[config.mk]
export PLATFORM = sky130hd
export DESIGN_NAME = spi_shift_engine
export DESIGN_NICKNAME = d
export VERILOG_FILES = /design/src/rtl/spi_eng_pkg.sv /design/src/rtl/spi_eng_baud.sv /design/src/rtl/spi_eng_txbit.sv /design/src/rtl/spi_eng_rxacc.sv /design/src/rtl/spi_shift_engine.sv
export SDC_FILE = /design/constraint.sdc
export NUM_CORES = 1
export LEC_CHECK = 0
export BUFFER_PORTS_ARGS = -buffer_cell sky130_fd_sc_hd__buf_2
export CORE_UTILIZATION = 45
export CTS_CLUSTER_DIAMETER = 80
export DETAILED_ROUTE_END_ITERATION = 6
export PLACE_DENSITY = 0.71
export REMOVE_ABC_BUFFERS = 1
export SETUP_SLACK_MARGIN = 0.05
export SLEW_MARGIN = 20
export SYNTH_ARGS = -nofsm -noshare
export SYNTH_HDL_FRONTEND = slang
export SYNTH_SLANG_ARGS = --single-unit
[constraint.sdc]
create_clock -name clk -period 8.4 [get_ports clk]
set_clock_uncertainty 0.1 [all_clocks]
set_input_delay 0.42 -clock clk [delete_from_list [all_inputs] [get_ports clk]]
set_output_delay 0.42 -clock clk [all_outputs]
set_load 0.02 [all_outputs]
[src/rtl/spi_eng_pkg.sv]
package spi_eng_pkg;

    typedef enum logic [1:0] {
        S_IDLE    = 2'd0,
        S_PHASE_A = 2'd1,
        S_PHASE_B = 2'd2
    } eng_state_t;

endpackage

[src/rtl/spi_eng_baud.sv]
module spi_eng_baud #(
    parameter int BAUD_W = 16
) (
    input  logic              clk,
    input  logic              rst_n,
    input  logic              run,
    input  logic [BAUD_W-1:0] reload,
    output logic              tick
);

    logic [BAUD_W-1:0] cnt_q;

    assign tick = run && (cnt_q == reload);

    always_ff @(posedge clk or negedge rst_n) begin
        if (!rst_n) begin
            cnt_q <= '0;
        end else if (!run || tick) begin
            cnt_q <= '0;
        end else begin
            cnt_q <= cnt_q + 1'b1;
        end
    end

    // with a nonzero reload, two ticks are never adjacent
    assert_tick_gap_R1: assert property (@(posedge clk) disable iff (!rst_n)
        (tick && (reload != '0)) |=> !tick);

endmodule

[src/rtl/spi_eng_txbit.sv]
module spi_eng_txbit #(
    parameter int DATA_W = 32,
    localparam int LEN_W = $clog2(DATA_W)
) (
    input  logic              clk,
    input  logic              rst_n,
    input  logic              load,
    input  logic [DATA_W-1:0] word,
    input  logic [LEN_W-1:0]  last_idx,
    input  logic              msb_first,
    input  logic              early,
    input  logic              tx_off,
    input  logic              idle_level,
    input  logic              lead_tick,
    input  logic              trail_tick,
    input  logic [LEN_W-1:0]  bit_idx,
    input  logic              last_bit,
    output logic              bit_out
);

    logic [DATA_W-1:0] word_q;

    function automatic logic pick(input logic [DATA_W-1:0] w,
                                  input logic [LEN_W-1:0]  k,
                                  input logic [LEN_W-1:0]  top,
                                  input logic              msb,
                                  input logic              off,
                                  input logic              idl);
        logic [LEN_W-1:0] slot;
        slot = msb ? (top - k) : k;
        return off ? idl : w[slot];
    endfunction

    always_ff @(posedge clk or negedge rst_n) begin
        if (!rst_n) begin
            word_q  <= '0;
            bit_out <= 1'b0;
        end else if (load) begin
            word_q  <= word;
            bit_out <= early ? pick(word, {LEN_W{1'b0}}, last_idx, msb_first, tx_off, idle_level)
                             : idle_level;
        end else if (lead_tick && !early) begin
            bit_out <= pick(word_q, bit_idx, last_idx, msb_first, tx_off, idle_level);
        end else if (trail_tick && early) begin
            bit_out <= last_bit ? idle_level
                                : pick(word_q, bit_idx + 1'b1, last_idx, msb_first, tx_off, idle_level);
        end
    end

endmodule

[src/rtl/spi_eng_rxacc.sv]
module spi_eng_rxacc #(
    parameter int DATA_W = 32,
    localparam int LEN_W = $clog2(DATA_W)
) (
    input  logic              clk,
    input  logic              rst_n,
    input  logic              clear,
    input  logic              sample,
    input  logic              din,
    input  logic [LEN_W-1:0]  bit_idx,
    input  logic [LEN_W-1:0]  last_idx,
    input  logic              msb_first,
    input  logic              finish,
    input  logic              rx_off,
    output logic [DATA_W-1:0] acc_q,
    output logic              push_q
);

    logic [LEN_W-1:0] slot;

    assign slot = msb_first ? (last_idx - bit_idx) : bit_idx;

    always_ff @(posedge clk or negedge rst_n) begin
        if (!rst_n) begin
            acc_q  <= '0;
            push_q <= 1'b0;
        end else begin
            push_q <= finish && !rx_off;
            if (clear) begin
                acc_q <= '0;
            end else if (sample) begin
                acc_q[slot] <= din;
            end
        end
    end

    // one word yields a single push, never two in a row
    assert_single_push_R10: assert property (@(posedge clk) disable iff (!rst_n)
        push_q |=> !push_q);

endmodule

[src/rtl/spi_shift_engine.sv]
module spi_shift_engine
    import spi_eng_pkg::*;
#(
    parameter int DATA_W = 32,
    parameter int BAUD_W = 16,
    localparam int LEN_W = $clog2(DATA_W)
) (
    input  logic              clk,
    input  logic              rst_n,
    input  logic [BAUD_W-1:0] baud_reload,
    input  logic [LEN_W-1:0]  word_len_m1,
    input  logic              clock_pol,
    input  logic              early_sample,
    input  logic              msb_first,
    input  logic              idle_level,
    input  logic              loop_en,
    input  logic              tx_disable,
    input  logic              rx_disable,
    input  logic              txq_valid,
    input  logic [DATA_W-1:0] txq_data,
    output logic              txq_pop,
    output logic              rxq_push,
    output logic [DATA_W-1:0] rxq_data,
    output logic              sclk,
    output logic              mosi,
    input  logic              miso,
    output logic              busy,
    output logic              tx_drained
);

    eng_state_t       state_q, state_d;
    logic [LEN_W-1:0] bit_q;
    logic             pop_q;
    logic             tick, start, lead_tick, trail_tick, last_bit;
    logic             word_end, sample_now, tx_bit, rx_din;

    assign start      = (state_q == S_IDLE) && txq_valid;
    assign lead_tick  = (state_q == S_PHASE_A) && tick;
    assign trail_tick = (state_q == S_PHASE_B) && tick;
    assign last_bit   = (bit_q == word_len_m1);
    assign word_end   = trail_tick && last_bit;
    assign sample_now = early_sample ? lead_tick : trail_tick;
    assign rx_din     = loop_en ? mosi : miso;

    always_comb begin : next_state
        state_d = state_q;
        unique case (state_q)
            S_IDLE:    if (txq_valid) state_d = S_PHASE_A;
            S_PHASE_A: if (tick)      state_d = S_PHASE_B;
            S_PHASE_B: if (tick)      state_d = last_bit ? S_IDLE : S_PHASE_A;
            default:                  state_d = S_IDLE;
        endcase
    end

    always_ff @(posedge clk or negedge rst_n) begin : state_reg
        if (!rst_n) begin
            state_q <= S_IDLE;
            bit_q   <= '0;
            pop_q   <= 1'b0;
        end else begin
            state_q <= state_d;
            pop_q   <= start;
            if (start) begin
                bit_q <= '0;
            end else if (trail_tick && !last_bit) begin
                bit_q <= bit_q + 1'b1;
            end
        end
    end

    always_comb begin : drive_outputs
        txq_pop    = start;
        sclk       = clock_pol ^ (state_q == S_PHASE_B);
        mosi       = (state_q == S_IDLE) ? idle_level : tx_bit;
        busy       = (state_q != S_IDLE) || txq_valid;
        tx_drained = pop_q && !txq_valid;
    end

    spi_eng_baud #(.BAUD_W(BAUD_W)) u_baud (
        .clk    (clk),
        .rst_n  (rst_n),
        .run    (state_q != S_IDLE),
        .reload (baud_reload),
        .tick   (tick)
    );

    spi_eng_txbit #(.DATA_W(DATA_W)) u_txbit (
        .clk        (clk),
        .rst_n      (rst_n),
        .load       (start),
        .word       (txq_data),
        .last_idx   (word_len_m1),
        .msb_first  (msb_first),
        .early      (early_sample),
        .tx_off     (tx_disable),
        .idle_level (idle_level),
        .lead_tick  (lead_tick),
        .trail_tick (trail_tick),
        .bit_idx    (bit_q),
        .last_bit   (last_bit),
        .bit_out    (tx_bit)
    );

    spi_eng_rxacc #(.DATA_W(DATA_W)) u_rxacc (
        .clk       (clk),
        .rst_n     (rst_n),
        .clear     (start),
        .sample    (sample_now),
        .din       (rx_din),
        .bit_idx   (bit_q),
        .last_idx  (word_len_m1),
        .msb_first (msb_first),
        .finish    (word_end),
        .rx_off    (rx_disable),
        .acc_q     (rxq_data),
        .push_q    (rxq_push)
    );

    // clock rests at its polarity level when nothing is pending
    assert_sclk_rest_R4: assert property (@(posedge clk) disable iff (!rst_n)
        !busy |-> (sclk == clock_pol));

    // data line rests at the idle level when nothing is pending
    assert_mosi_rest_R5: assert property (@(posedge clk) disable iff (!rst_n)
        !busy |-> (mosi == idle_level));

    // a disabled transmitter never shows data on the line
    assert_tx_quiet_R8: assert property (@(posedge clk) disable iff (!rst_n)
        tx_disable |-> (mosi == idle_level));

    // no push for a word shifted with the receiver disabled
    assert_rx_quiet_R9: assert property (@(posedge clk) disable iff (!rst_n)
        rxq_push |-> !$past(rx_disable));

    // a push only closes a word that kept the engine busy
    assert_push_after_busy_R10: assert property (@(posedge clk) disable iff (!rst_n)
        rxq_push |-> $past(busy));

    // a popped word keeps busy up in the following cycle
    assert_pop_busy_R11: assert property (@(posedge clk) disable iff (!rst_n)
        txq_pop |=> busy);

    // the drained event arrives while the last word is still shifting
    assert_drained_busy_R11: assert property (@(posedge clk) disable iff (!rst_n)
        tx_drained |-> busy);

    // format inputs are held while a word is in flight (input contract)
    assert_cfg_stable_R2: assert property (@(posedge clk) disable iff (!rst_n)
        (busy && $past(busy)) |-> ($stable(word_len_m1) && $stable(early_sample) &&
                                   $stable(msb_first) && $stable(baud_reload)));

endmodule

==> flow_summary.ini, run 1 <==
[route]
drt-initial-drc-count = 410
ant_nets = 0
wl_per_cell_um = 16.8
routed_wl_um = 14800
via_per_inst = 5.73
vias = 5038
drc_errors = 0
first_pass_iters = 5

[setup_path]
cp.arrival_ns = 3.61
cp.required_ns = 8.53
critPathMostFrequentCell = a31oi_1
end_kind = register
critical_path_class = reg2reg
critPathMaxFanout = 11
crit_chain = ha_1 > inv_1 > fa_1 > a21o_1 > a21oi_1 > mux2i_1 > xor2_1 > buf_4 > a31oi_1 > o211ai_1 > a31oi_1
slowest_delay_ns = 0.65
crit_slowest_cell = xor2_1
cp-start-kind = register

[clock_tree]
cts_hold_buf = 1
max-clock-path-buffers = 2
worstSkewPairLatency_ns = 0.36
post_cts_buffers = 0
cts_tree = built
cts_num_sinks = 90
numCtsBuffers = 9
cts_root_buffer = clkbuf_16
clk_pin_slew_ns = 0.07
cts_resized = 0
h-tree-depth = 3

[sta]
final.period_utilization_pct = 41.4
max_slew_margin_pct = 33.2
hold_viol_final = 0
fin_setup_tns_ns = 0
fin_ws_ns = 4.92
rsz0062_at_grt = no
period_needed_ns = 3.48
tightest_slew_ns = 0.997
maxSlewViolCount = 0
fmax_mhz = 287
finalSetupViolCount = 0

[placed_design]
dpl-instance-area_sq_um = 6310
routabilityCongestion = 0.889
pre_cts_ws_ns = 4.68
port_buffers = 101
hpwl_um = 10700

[power]
leakage_nw = 3.29
peakVddDrop_mv = 0.144
power.density_nw_per_um2 = 178

[logic_synthesis]
ys_ff_latch = 90
synth_top_flop_cell = dfrtp_1
synth_enable_flop_cells = 0
synth_seq_area_share_pct = 39.5
yosysUniqueCellTypes = 54
synth_warnings = 0
async_reset_ff_share_pct = 100
synth.avg_cell_area_sq_um = 9.14
syn_area_sq_um = 5710
syn_inst = 624

[die]
coreArea_sq_um = 12200
die_h_um = 115
boundaryPins = 102
start_util_pct = 46.9
placementRows = 40
dieArea_sq_um = 13100
die_x_um = 115

[finish]
syn_to_final_growth_pct = 16.8
layout_commonest_cell = nand2_1
layout_common_cells = 119 x nand2_1, 100 x buf_2, 90 x dfrtp_1
layout-drive-gt1-share_pct = 21.4
diodes = 0
nets = 781
design_area_sq_um = 6660
num-fill-cells = 1085

[job]
maxCapViolCount = 0

[global_routing]
first_global_vias = 4821
grt_pass1_wl_um = 24300
antenna_found_initial = 1
grtUsageTotal_pct = 24.0
grt-ovfl-total = 0
grt_max_degree = 59

[outcome]
outcome = finished, final reports clean

[worst_hold_path]
min_path_type = in2reg
## worst paths after layout
check / startpoint / endpoint / slack (ns) / cells past startpoint
min reg2reg: u_rxacc.acc_q[3]$_DFFE_PN0P_ / u_rxacc.acc_q[3]$_DFFE_PN0P_ / 0.40 / 2
min in group asynchronous: rst_n / u_baud.cnt_q[12]$_DFF_PN0_ / 0.46 / 2
max: bit_q[0]$_DFFE_PN0P_ / u_txbit.bit_out$_DFFE_PN0P_ / 4.92 / 11
max in group asynchronous: rst_n / u_txbit.word_q[29]$_DFFE_PN0P_ / 6.64 / 3
max reg2reg: bit_q[0]$_DFFE_PN0P_ / u_txbit.bit_out$_DFFE_PN0P_ / 4.92 / 11
min: rx_disable / u_rxacc.push_q$_DFF_PN0_ / 0.13 / 2
## critical path: cells and delay by family (launching register included)
kind | cells | cell delay, ns
mux | 1 | 0.36
compound gates | 5 | 0.76
fa+ha+maj | 2 | 0.65
buf+inv | 2 | 0.35
xor+xnor | 1 | 0.65
flops | 1 | 0.49
## synthesized netlist by cell type (3+ instances only)
cell type,count,share of area [%]
mux4_2,9,3.6
mux2i_1,54,9.5
clkbuf_1,24,1.6
nand3b_4,4,1.4
o21ai_0,10,0.88
nor2b_1,7,0.77
xor2_1,26,4.0
xnor2_1,10,1.5
nor2_1,25,1.6
a31oi_1,40,4.4
mux2_2,3,0.59
a21o_1,4,0.53
a21oi_1,15,1.3
buf_2,5,0.44
nand2b_1,5,0.55
dfrtp_1,90,39
nand2_1,119,7.8
o21ai_1,67,5.9
and3_1,5,0.55
nor4_2,4,0.88
ha_1,9,2.0
nor3_1,4,0.35
buf_4,7,0.92
nand3_1,15,1.3
inv_1,18,1.2
a221oi_1,3,0.46
or3_1,7,0.77
a22oi_1,3,0.39
## sequential cells by signal (all words and copies together) (netlist names)
| name | cells |
|---|---|
| u_baud.cnt_q | 16 |
| state_q | 2 |
| pop_q | 1 |
| u_rxacc.push_q | 1 |
| u_rxacc.acc_q | 32 |
| bit_q | 5 |
| u_txbit.word_q | 32 |
| u_txbit.bit_out | 1 |
## logic make-up after synthesis
logic type               share of synthesized area (%)
AO/OA/AOI/OAI                                     15.9
XOR/XNOR                                          5.53
adder cells (fa/ha/maj)                           2.68
buffers and inverters                             4.45
flip-flops                                        39.5
multiplexers                                      13.6
AND/OR/NAND/NOR                                   18.4
## routing by layer
metal  global-route usage [%]  up-vias  part of all wire, %
met5                        0        -                0.088
met4                     8.14        2                  2.0
met3                     5.61       30                  6.9
met2                     39.4      193                   47
met1                     31.2     2416                   44
li1                         -     2397                    -
## per-stage QoR
stage	power [mW]	utilization, %	cells	hold slack [ns]
finish	1.19	54.8	879	0.132
global route	1.24	54.8	879	0.133
CTS	1.19	54.7	879	0.129
detailed placement	0.735	51.9	862	0.306
global placement	0.724	51.9	862	0.298
floorplan	0.651	-	585	0.0244
## area by class of cell
cell class / count / area [sq um] / share of cell area, %
sequential: 90 / 2250 / 33.8
clock buffer: 11 / 253 / 3.79
tap: 168 / 210 / 3.16
clock inverter: 5 / 85.1 / 1.28
multi-input combinational: 477 / 3220 / 48.3
timing repair buffer: 110 / 578 / 8.68
inverter: 18 / 67.6 / 1.01
## where the power goes
group	switching [mW]	internal [mW]
logic	0.132	0.0959
clock network	0.181	0.279
registers	0.0359	0.465
total	0.349	0.840
Power figures use the tool's default switching activity.
==> run 2: changes to the inputs <==
- ABC_AREA: unset -> 1
- PLACE_DENSITY: 0.71 -> 0.7
- clock period: 8.4 -> 3.47 ns (I/O delays scaled with it)
==> run 2 against run 1 <==
Net effect: non-clock buffer count is 29 higher; via count rose by 20%; power rose to 3.1 times the previous value; die area increased by 5.9%; first-iteration DRC count rose by 32%; synthesized area up 6.1%; count of clock-buffer cells in the layout increased by 1; worst hold slack got worse by 0.12 ns; combinational power rose to 5.7 times the previous value; cell count up 35%; largest cell class unchanged; synthesized cell count up 42%.
==> flow_summary.ini, run 2 <==
[setup_path]
cp.required_ns = 3.62
r2r_slack_ns = 0.58
critPathMaxFanout = 11
ff2ff_path_depth = 20
cp-start-kind = register
slowest_delay_ns = 0.47
cp.buffers_inverters = 2
crit_slowest_cell = fa_1
critPathTopFamily = simple AND/OR/NAND/NOR gates
reg2reg_from = bit_q[0]$_DFFE_PN0P_
end_kind = register
cp.arrival_ns = 3.04
crit_chain = ha_1 > inv_1 > fa_1 > nand2_1 > o21ai_2 > clkinv_1 > nand2_1 > nand2_1 > nand2_1 > nand2_1 > nand2_1 > nand2_1 > nand2_1 > nand2_1 > nand2_1 > nand3_1 > nand2_1 > nand2_1 > nand2_1 > nand2_1
critical_path_class = reg2reg
reg2reg_to = u_txbit.bit_out$_DFFE_PN0P_
critPathMostFrequentCell = nand2_1

[die]
placementRows = 41
start_util_pct = 47.0
die_x_um = 118
boundaryPins = 102
die_h_um = 118
dieArea_sq_um = 13900
coreArea_sq_um = 12900

[finish]
multi_input_area_sq_um = 3190
layout_common_cells = 305 x nand2_1, 119 x inv_1, 100 x buf_2
design_area_sq_um = 7270
layout-drive-gt1-share_pct = 16.9
diodes = 0
utilization_pct = 56.5
syn_to_final_growth_pct = 20.2
num-fill-cells = 1266
biggestRegsByFlops = u_rxacc.acc_q x32, u_txbit.word_q x32, u_baud.cnt_q x16
layout_commonest_cell = nand2_1
seq_area_sq_um = 2250
nets = 1085

[sta]
period_needed_ns = 2.89
finalSetupViolCount = 0
rsz0062_at_grt = no
fin_hold_ws_ns = 0.0105
max_slew_margin_pct = 49.0
hold_viol_final = 0
final.period_utilization_pct = 83.3
tightest_slew_ns = 0.761
fmax_mhz = 346
maxSlewViolCount = 0

[logic_synthesis]
yosys.area.top_type = dfrtp_1
synth_top_flop_cell = dfrtp_1
synth_warnings = 0
synth_common_cells = 305 x nand2_1, 119 x inv_1, 90 x dfrtp_1
syn_inst = 888
syn_area_sq_um = 6050
synth.avg_cell_area_sq_um = 6.81
synth_enable_flop_cells = 0
synth_most_common_cell = nand2_1
synth_top_area_share_pct = 37.2
synth_seq_area_share_pct = 37.2
synthTopCellsByArea = dfrtp_1 37%, nand2_1 19%, inv_1 7.4%
yosysUniqueCellTypes = 35
async_reset_ff_share_pct = 100
ys_ff_latch = 90

[power]
leakage_nw = 3.65
p_sw_mw = 1.41
swShare_pct = 38.4
power.density_nw_per_um2 = 505
p_clk_share_pct = 25.5
p_int_mw = 2.26
p_seq_share_pct = 39.1
pwr-share-comb_pct = 35.5
peakVddDrop_mv = 0.293
power_mw = 3.67

[worst_hold_path]
min_to = u_txbit.word_q[14]$_DFFE_PN0P_
min-delay-start = txq_data[14]
min_delay_path_depth = 3
min_path_type = in2reg

[global_routing]
grt-ovfl-total = 0
grt_pass1_wl_um = 27900
grtUsageTotal_pct = 25.1
antenna_found_initial = 2
grt_max_degree = 83
first_global_vias = 5714

[outcome]
outcome = finished, final reports clean

[clock_tree]
numCtsBuffers = 9
worstSkewPairLatency_ns = 0.35
cts_tree = built
cts_root_buffer = clkbuf_16
h-tree-depth = 3
cts_num_sinks = 90
clk_pin_slew_ns = 0.06
cts_resized = 0
max-clock-path-buffers = 2

[route]
drt-initial-drc-count = 542
vias = 6052
ant_nets = 0
wl_per_cell_um = 14.0
routed_wl_um = 16600
first_pass_iters = 5
via_per_inst = 5.10
drc_errors = 0

[job]
maxCapViolCount = 0

[placed_design]
hpwl_um = 11800
dpl-instance-area_sq_um = 6690
routabilityCongestion = 0.922
port_buffers = 101
[run 2: cell type report]
class | count | area share [%]
Sequential cell | 90 | 31.0
Clock buffer | 12 | 3.53
Clock inverter | 4 | 0.361
Tap cell | 172 | 2.96
Timing Repair Buffer | 139 | 11.9
Multi-Input combinational cell | 647 | 43.9
Inverter | 123 | 6.35
[run 2: power groups by stage]
stage / combinational [mW] / clock [mW] / sequential [mW]
floorplan: 0.820 / 0 / 1.47
global placement: 1.25 / 0 / 1.45
detailed placement: 1.27 / 0 / 1.44
CTS: 1.30 / 0.958 / 1.43
global route: 1.48 / 0.996 / 1.46
finish: 1.30 / 0.936 / 1.43
[run 2: worst register-to-register path, delay by kind of cell, from the launching register on]
kind                       cells  cell delay (ns)
AOI/OAI and AO/OA              1             0.21
adders and majority gates      2             0.64
buffers and inverters          2             0.43
DFF                            1             0.41
and+or+nand+nor               15             1.00
[run 2: cell families after synthesis]
logic type | after synthesis | share of synthesized area, %
XOR/XNOR | 17 | 2.46
flip-flops | 90 | 37.2
adder cells (fa/ha/maj) | 11 | 2.52
AO/OA/AOI/OAI | 145 | 15.2
AND/OR/NAND/NOR | 474 | 32.5
buffers and inverters | 151 | 10.2
[run 2: per-layer routing]
metal,track usage (%),wire length (um)
met3,6.44,1050
met4,6.97,263
met2,39.2,7490
met5,0,8
met1,34.2,7770
[run 2: metrics by stage]
| step | setup TNS [ns] | setup slack, ns | std cells |
|---|---|---|---|
| finish | 0 | 0.579 | 1187 |
| global route | 0 | 0.263 | 1187 |
| CTS | 0 | 0.592 | 1187 |
| detailed placement | 0 | 0.482 | 1141 |
| global placement | 0 | 0.516 | 1141 |
| floorplan | -74.92 | -1.81 | 860 |
[run 2: how the worst max path moves through the flow]
stage / end / cells past startpoint / from / slack, ns
3_3_place_gp: u_txbit.bit_out$_DFFE_PN0P_ / 22 / word_len_m1[0] / 0.52
5_1_grt: u_txbit.bit_out$_DFFE_PN0P_ / 20 / bit_q[0]$_DFFE_PN0P_ / 0.26
3_5_place_dp: u_txbit.bit_out$_DFFE_PN0P_ / 22 / word_len_m1[0] / 0.48
6_report: u_txbit.bit_out$_DFFE_PN0P_ / 20 / bit_q[0]$_DFFE_PN0P_ / 0.58
2_1_floorplan: u_rxacc.acc_q[0]$_DFFE_PN0P_ / 7 / state_q[0]$_DFFE_PN0P_ / -1.81
4_1_cts: u_txbit.bit_out$_DFFE_PN0P_ / 20 / bit_q[0]$_DFFE_PN0P_ / 0.59
[run 2: timing repair]
action,in CTS,in global routing
setup buffers,0,0
hold endpoints to repair,82,0
hold buffers,30,0
==> run 3: changes to the inputs <==
- clock period: 3.47 -> 2.7 ns (I/O delays scaled with it)
==> run 3 against run 2 <==
Net effect: sequential share of layout area fell by 2.0 points; non-clock buffer count rose by 20; largest cell class unchanged; sequential cell count did not move; worst hold slack improved by 0.049 ns; first-iteration DRC count fell by 2.0%; critical endpoint unchanged; cell count rose by 1.9%; critical path depth fell by 2; highest routed layer is now met4; die area did not move; combinational power rose by 45%; clock power rose by 40%; setup slack got worse by 0.56 ns; sequential power rose by 29%.
==> flow_summary.ini, run 3 (synthesis results as in run 2) <==
[outcome]
outcome = finished, final reports clean

[worst_hold_path]
min_path_type = in2reg

[setup_path]
cp-start-kind = register
critical_path_class = reg2reg
critPathMostFrequentCell = nand2_1
critPathMaxFanout = 8
crit_chain = inv_2 > ha_1 > inv_1 > fa_1 > nand2_1 > o21ai_2 > inv_2 > nand3_1 > nand2_1 > nand3b_1 > nand3_1 > nand3_1 > nand3_1 > nand2_1 > nand2_1 > nand2_1 > nand2_1 > nand2_1
crit_slowest_cell = fa_1
slowest_delay_ns = 0.48
end_kind = register
r2r_slack_ns = 0.02
cp.arrival_ns = 2.82
cp.required_ns = 2.84

[clock_tree]
worstSkewPairLatency_ns = 0.36
cts_root_buffer = clkbuf_16
cts_num_sinks = 90
max-clock-path-buffers = 2
h-tree-depth = 3
clk_pin_slew_ns = 0.06
cts_tree = built
numCtsBuffers = 9

[finish]
layout_common_cells = 295 x nand2_1, 108 x inv_1, 100 x buf_2
biggestRegsByFlops = u_rxacc.acc_q x32, u_txbit.word_q x32, u_baud.cnt_q x16
multi_input_area_sq_um = 3410
nets = 1106
seq_area_sq_um = 2250
num-fill-cells = 1220
syn_to_final_growth_pct = 28.7
layout_commonest_cell = nand2_1
design_area_sq_um = 7780
layout-drive-gt1-share_pct = 23.7
instances_no_fill = 1209

[power]
power.density_nw_per_um2 = 646
p_int_mw = 3.07
power_mw = 5.03
pwr-share-comb_pct = 37.5
p_sw_mw = 1.96
swShare_pct = 39.0
p_seq_share_pct = 36.5
leakage_nw = 3.80
peakVddDrop_mv = 0.396
p_clk_share_pct = 25.9

[sta]
fmax_mhz = 373
fin_hold_ws_ns = 0.0594
final.period_utilization_pct = 99.2
period_needed_ns = 2.68
hold_viol_final = 0
rsz0062_at_grt = yes
finalSetupViolCount = 0
maxSlewViolCount = 0
max_slew_margin_pct = 58.6
tightest_slew_ns = 0.621

[route]
drt-initial-drc-count = 531
wl_per_cell_um = 14.0
via_per_inst = 5.11
ant_nets = 0
drc_errors = 0
vias = 6180
first_pass_iters = 7
routed_wl_um = 16900

[global_routing]
antenna_found_initial = 1
grtUsageTotal_pct = 24.9
grt_pass1_wl_um = 27700
grt_max_degree = 69
grt-ovfl-total = 0
first_global_vias = 5703

[die]
placementRows = 41
dieArea_sq_um = 13900
die_h_um = 118
start_util_pct = 47.0
boundaryPins = 102
coreArea_sq_um = 12900
die_x_um = 118

[placed_design]
place_inst = 1153
dpl-instance-area_sq_um = 6850
port_buffers = 101
routabilityCongestion = 0.897
hpwl_um = 11800

[job]
maxCapViolCount = 0
-- run 3: cell count changes in the layout (fill, tap and decap cells not counted), moves of 6 or more --
| cell | previous run | this run |
|---|---|---|
| nand2_1 | 305 | 295 |
| buf_4 | 9 | 15 |
| nor2_1 | 74 | 48 |
| inv_2 | 2 | 12 |
| nor2_4 | 2 | 15 |
| buf_12 | 0 | 6 |
| nand2_2 | 3 | 10 |
| nor2_2 | 0 | 13 |
| inv_1 | 119 | 108 |
-- run 3: repair_timing --
item | CTS | global route
gates resized for setup | 6 | 80
pin swaps | 1 | 16
endpoints found under the hold margin | 77 | 0
cloned | 0 | 1
hold buffers | 34 | 0
setup endpoints to repair | 1 | 33
setup buffers | 1 | 3
-- run 3: worst paths after layout --
path                                         startpoint  cells past startpoint                             end
max in group asynchronous                         rst_n                      3   u_rxacc.acc_q[17]$_DFFE_PN0P_
max                                bit_q[0]$_DFFE_PN0P_                     18     u_txbit.bit_out$_DFFE_PN0P_
min                                           txq_valid                      3                 pop_q$_DFF_PN0_
max reg2reg                        bit_q[0]$_DFFE_PN0P_                     18     u_txbit.bit_out$_DFFE_PN0P_
min reg2reg                u_rxacc.acc_q[2]$_DFFE_PN0P_                      2    u_rxacc.acc_q[2]$_DFFE_PN0P_
min in group asynchronous                         rst_n                      2  u_txbit.word_q[14]$_DFFE_PN0P_
-- run 3: critical path, delay by kind of cell (launching register included) --
kind | cells | cell delay (ns)
AOI/OAI and AO/OA | 1 | 0.11
adders and majority gates | 2 | 0.64
buffers and inverters | 3 | 0.30
DFF | 1 | 0.45
and+or+nand+nor | 12 | 0.98
-- run 3: area by class of cell --
| type | instances | share of cell area, % |
|---|---|---|
| multi-input cells | 647 | 43.8 |
| flip-flops and latches | 90 | 28.9 |
| repair buffers | 159 | 14.4 |
| inverters | 123 | 6.08 |
| clock buffers | 9 | 2.89 |
| well taps | 172 | 2.76 |
| clock inverters | 7 | 0.980 |
| repair inverters | 1 | 0.0964 |
| diodes | 1 | 0.0321 |
-- run 3: power by group through the flow --
stage	Sequential (mW)	Combinational [mW]	Clock, mW
floorplan	1.89	1.05	0
global placement	1.85	1.68	0
detailed placement	1.85	1.70	0
CTS	1.83	1.77	1.33
global route	1.87	2.13	1.37
finish	1.84	1.89	1.31
-- run 3: through the flow --
step | worst slack (ns) | TNS [ns] | utilization (%)
after CTS | 0.0484 | 0 | 58.3
after floorplan | -2.58 | -129.23 | -
after detailed placement | -0.0470 | -0.0470 | 53.2
final | 0.0213 | 0 | 60.5
after global placement | -0.0626 | -0.0626 | 53.2
after global routing | -0.120 | -0.120 | 60.4
-- run 3: metal layers --
metal / vias up / GRT usage (%) / wire [um]
li1: 3106 / - / -
met4: 0 / 6.33 / 189
met2: 174 / 39.4 / 7860
met5: - / 0 / 0
met1: 2883 / 34.1 / 7750
met3: 17 / 5.67 / 1070
